<file path="src/rtl/tmp_opnd_rf.sv">
module tmp_opnd_rf #(
  parameter int DEPTH = 8,
  parameter int WIDTH = 32,
  parameter int NRD   = 2,
  parameter int IW    = $clog2(DEPTH)
) (
  input  logic                 clk,
  input  logic                 rst,
  input  logic                 cmd_valid,
  input  logic [1:0]           cmd_op,
  input  logic [IW-1:0]        cmd_idx,
  input  logic [WIDTH-1:0]     cmd_a,
  input  logic [WIDTH-1:0]     cmd_b,
  input  logic [NRD*IW-1:0]    rd_addr,
  output logic [NRD*WIDTH-1:0] rd_data,
  output logic                 ovf
);
  localparam int PW = IW + 1;

  logic [WIDTH-1:0] mem [DEPTH];
  logic [PW-1:0]    ptr;

  wire do_single = cmd_valid && (cmd_op == 2'b01);
  wire do_rmov   = cmd_valid && (cmd_op == 2'b10);
  wire do_pair   = cmd_valid && (cmd_op == 2'b11);
  wire pair_fits = ptr <= PW'(DEPTH - 2);
  wire [IW-1:0] wa0 = ptr[IW-1:0];
  wire [IW-1:0] wa1 = ptr[IW-1:0] + IW'(1);

  always_ff @(posedge clk) begin
    if (rst) begin
      for (int i = 0; i < DEPTH; i++) mem[i] <= '0;
      ptr <= '0;
      ovf <= 1'b0;
    end else begin
      if (do_single) mem[cmd_idx] <= cmd_a;
      if (do_rmov) begin
        mem[0] <= cmd_a;
        mem[1] <= cmd_b;
        ptr    <= PW'(2);
      end
      if (do_pair) begin
        if (pair_fits) begin
          mem[wa0] <= cmd_a;
          mem[wa1] <= cmd_b;
          ptr      <= ptr + PW'(2);
        end else begin
          ovf <= 1'b1;
        end
      end
    end
  end

  for (genvar g = 0; g < NRD; g++) begin : g_rd
    assign rd_data[g*WIDTH +: WIDTH] = mem[rd_addr[g*IW +: IW]];
  end
endmodule

</file>
<file path="config.mk">
export PLATFORM = sky130hd
export DESIGN_NAME = tmp_opnd_rf
export DESIGN_NICKNAME = d
export VERILOG_FILES = /design/src/rtl/tmp_opnd_rf.sv
export SDC_FILE = /design/constraint.sdc
export NUM_CORES = 1
export LEC_CHECK = 0
export BUFFER_PORTS_ARGS = -buffer_cell sky130_fd_sc_hd__buf_2
export CAP_MARGIN = 20
export CORE_MARGIN = 1
export CORE_UTILIZATION = 40
export CTS_BUF_LIST = sky130_fd_sc_hd__clkbuf_2
export DETAILED_ROUTE_END_ITERATION = 8
export GPL_ROUTABILITY_DRIVEN = 0
export REMOVE_ABC_BUFFERS = 1
export SLEW_MARGIN = 20
export SYNTH_ARGS = -nofsm -noshare
export SYNTH_HDL_FRONTEND = slang
export SYNTH_SLANG_ARGS = --single-unit
export TNS_END_PERCENT = 1
</file>
<file path="constraint.sdc">
create_clock -name clk -period 9.9 [get_ports clk]
set_input_delay 1.98 -clock clk [delete_from_list [all_inputs] [get_ports clk]]
set_output_delay 1.98 -clock clk [all_outputs]
set_load 0.05 [all_outputs]
</file>
# After elaboration in Yosys (flattened, before gate mapping)
# Memories as Yosys holds them, arrays and structs flattened.
# Cells that the tools add are included.
# word_totals
regBits,5
mem_bits_rw,256
in_bits,78
output_inout_bits,65
elab_cells,45
memories,1
# memory_table
name,depth,width,rd,rd_ports_with_merged_regs,wr,line_no,source
mem,8,32,2,0,8,20,logic [WIDTH-1:0] mem [DEPTH];
# classes
add_sub_neg,2
magnitude_cmp,1
n_eq_ne,3
mux,26
bitwise,3
n_reduce_logical,7
# ops
cell,count
$mux 32,5
$reduce_or 32->1,3
$mux 1,15
$mux 4,3
$mux 3,3
$add 4x2->4 const B,1
$eq 2x2->1 const B,2
$le 4x3->1 const B,1
$add 3x1->3 const B,1
$logic_and 1x1->1,3
$eq 2x1->1 const B,1
$or 1x1->1,2
$reduce_and 2->1,1
$not 1->1,1

# Logic depth before layout (Yosys ltp)
# logic_depth
ltp_word,8
ltp_mapped,10
mapped_depth_nobuf,6

# Worst setup path before layout
# Ideal clock, no wire load.
# synth_path
path_kind,in2reg
start,input cmd_op[1]
end,"memory mem[0][0], enable pin"
setup_time_ns,0.466
t_arrival_ns,5.329
required_time_ns,9.434
path_slack_ns,4.106
stages,6
path_buffers,2
cell_sequence,buf_2 and4b_1 buf_2 a311o_1 and2_0 o21ai_0
# synth_rtl
item,line_no,source
from (decl),10,"input logic [1:0] cmd_op,"
to (decl),20,

# Final worst setup path
# layout_path
start,input rd_addr[3]
end,output rd_data[63]
# layout_between
elab_chain_cells,1
# layout_lines
item,line_no,source
from (decl),14,"input logic [NRD*IW-1:0] rd_addr,"
$mem_v2 8x32,n/a,
to (decl),15,"output logic [NRD*WIDTH-1:0] rd_data,"
# Every way passes these cells.

==> results list <==
* Run status: completed
- In the layout the commonest cells are sky130_fd_sc_hd__edfxtp_1 (256), sky130_fd_sc_hd__buf_2 (140), sky130_fd_sc_hd__a22o_1 (128), sky130_fd_sc_hd__mux4_2 (128), sky130_fd_sc_hd__clkbuf_2 (99).
- Hold buffer count at CTS: 0
* Antenna Violating Nets Remaining: 0
- Rel. slew slack: a little under a third
* Cell area after synthesis: 0.01547 sq mm
* Wire length after detailed routing: between 50 and 60 mm
- Final-stage net count: 1209
* Final number of setup-violating endpoints: 0
* Most common library cell in the layout ignoring fill and taps: sky130_fd_sc_hd__edfxtp_1
* Worst setup SP type: input port
- In this run the number of H-tree levels came out at 3.
- Measured along the x axis, the die boundary spans 198.7 um.
- TritonCTS clock tree: yes
- Placed cell count: 1568
- Yosys mapped the design onto 56 distinct sky130hd cell types.
- At the worst endpoint, the arrival time is 4370 ps.
* Non-filler cells in the finished layout: around 1700
- The floorplan step defined a die boundary enclosing between 0.03 and 0.04 sq mm.
* Worst hold path class: reg2reg
- Proportion of synthesized flip-flops having asynchronous set or reset: 0%
- Of all nets on the critical path, the largest fanout is 43.
- On the final layout, the worst clock skew is 64.53 ps.
- Initial antenna violation count: 7
* Data required time at the worst endpoint: 7920 ps
- Area growth syn-to-layout: 10.05%
- Largest net degree at the start of global routing: 66
- Flip-flop cell with the highest count after synthesis: sky130_fd_sc_hd__edfxtp_1
* Number of CTS-inserted buffers: 69
- Dividing total power by cell area gives a power density of 146.0 mW/mm^2.
* Final period demand of the worst path: 6350 ps
* Dpl hpwl: 27.77 mm
- Final worst-path cycle share: 64.14%
- After floorplanning, the core was divided into 71 placement rows.
- Synthesis inferred 261 register bits.
* Critical path startpoint: rd_addr[3]
- DRT Pass-1 Iters: 5
- After global routing the overflow that remains totals 0.
- The worst hold path begins at ovf.
- The hold violation count in the final report came to 0.
- Critical path class: in2out
* EDFF count, synth: between 200 and 300
- Number of buffers inserted to repair setup after CTS: 0
* Fin Hold WS: 492.6 ps
- Setup total negative slack on the finished layout was measured at 0 ps.
* Worst Max-Slew Pin Slew: 1024 ps
- Power comes to 2485 uW.
* Number of buffers on the longest clock path: 3
* Setup repair after global routing missed its margin: false
- Once the floorplan was initialized, standard cells occupied 40.88% of the core.
- DIE HEIGHT: between 150 and 200 um
- Final Slew Violations: 0
- Averaged over all synthesized cells, the footprint is 14.67 sq um.
* Global-route wire length before repair: approximately 74 mm
* Vias/cell: 6.710
- Clock-pin slew was measured on the worst setup and hold paths at 100 ps.
* I/O pin cnt: 143
- Sequential cells were found to cover 50.33% of the synthesized design area.
- Proportion of layout cells with a drive suffix above 1: a little over two fifths
- For this design, the sink count on the clock tree is between 200 and 300.
* Global routing usage summed across all routing layers: 26.36%
- The cell sitting at the root of the clock tree is a sky130_fd_sc_hd__clkbuf_2.
* Core Box Area: 0.03784 sq mm
* Number of DRC markers in iteration 0: between 1500 and 2000
- Clock network latency to the later pin of the worst-skew pair: 880 ps
* Cts repair resizes: 0
- The via count of the first global-routing pass came to 11240.
* FF-to-FF Start: ptr[0]
- Internal reg-to-reg setup slack: 5520 ps
* Element type at the critical path end: output pin
* Average detailed-routed wire length per instance: 30.72 um
- Buffers placed on the I/O ports in this run total 142.
* Total number of vias: 11370
- VDD IR-drop max: 0.00004420 V
- Drt drc: 0
* Count of mapped cells out of synthesis: 1055
- Number of violations of the max-capacitance limit: 0
- During synthesis, Yosys emitted a total of 0 warnings.
- In this run the static leakage power is 0.006053 uW.
- Maximum clock rate: 157.5 MHz
## final cells by class
type                            count  area [sq um]
Multi-Input combinational cell    610          6990
Clock inverter                     19         76.32
Sequential cell                   261          7787
Timing Repair Buffer              178         985.9
Clock buffer                       99         495.5
Tap cell                          511         639.4
Antenna cell                        9         22.52
Inverter                            8         30.03
Fill cell                        3465         20820
## registers in the layout (all words and copies together) (netlist names)
signal,cells
mem,256
ptr,4
ovf,1
## metrics by stage
step	setup slack, ps	area [sq um]	utilization [%]
final	3550	17030	44.99
after global routing	3376	17010	44.95
after CTS	3491	17010	44.93
after detailed placement	3492	16430	43.42
after global placement	3510	16430	43.41
after floorplan	3504	14720	-
## where the power goes
group	total [uW]	internal, uW	switching [uW]
combinational	469	158	311
sequential	1300	1270	28.5
clock	719	266	453
## Yosys cell counts, types with 5 or more instances
library cell                number  area, sq um
sky130_fd_sc_hd__edfxtp_1      256         7687
sky130_fd_sc_hd__a22o_1        128         1121
sky130_fd_sc_hd__mux4_2        128         2883
sky130_fd_sc_hd__a32o_1         79        790.8
sky130_fd_sc_hd__clkbuf_1       79        296.5
sky130_fd_sc_hd__mux2_2         64        720.7
sky130_fd_sc_hd__o21ai_0        56        280.3
sky130_fd_sc_hd__buf_1          51        191.4
sky130_fd_sc_hd__a22oi_1        32        240.2
sky130_fd_sc_hd__buf_2          25        125.1
sky130_fd_sc_hd__nand3_1        21        105.1
sky130_fd_sc_hd__clkbuf_2       15        75.07
sky130_fd_sc_hd__o2bb2ai_1      15        131.4
sky130_fd_sc_hd__nand2_1        10        37.54
sky130_fd_sc_hd__o21ai_1        10        50.05
sky130_fd_sc_hd__inv_1           8        30.03
sky130_fd_sc_hd__nor3_1          8        40.04
sky130_fd_sc_hd__buf_6           6        67.56
sky130_fd_sc_hd__dfxtp_1         5        100.1
sky130_fd_sc_hd__nor2_1          5        18.77
## worst max-delay path: stages
cell                     delay (ps)
sky130_fd_sc_hd__buf_4          680
sky130_fd_sc_hd__buf_4          560
sky130_fd_sc_hd__mux4_2         560
sky130_fd_sc_hd__mux2_2         320
sky130_fd_sc_hd__buf_2          230
## logic make-up after synthesis
group                    share of synthesized area, %
AO/OA/AOI/OAI                                   18.37
XOR/XNOR                                       0.1132
adder cells (fa/ha/maj)                        0.2426
buffers and inverters                           5.078
flip-flops                                      50.33
multiplexers                                    23.29
AND/OR/NAND/NOR                                 2.580
## worst paths after layout
check,end,cells past startpoint
setup / recovery,rd_data[63],5
hold / removal,ovf,2
setup reg to reg,mem[7][23],8
hold reg to reg,ovf,2
## routing by layer
metal	up-vias	global-route usage, %	wire length (um)
li1	4693	-	-
met1	5838	35.78	20140
met2	742	42.17	25240
met3	94	5.595	5562
met4	6	8.547	1084
met5	-	0	37
No activity file was read; power rests on OpenSTA's default activity.
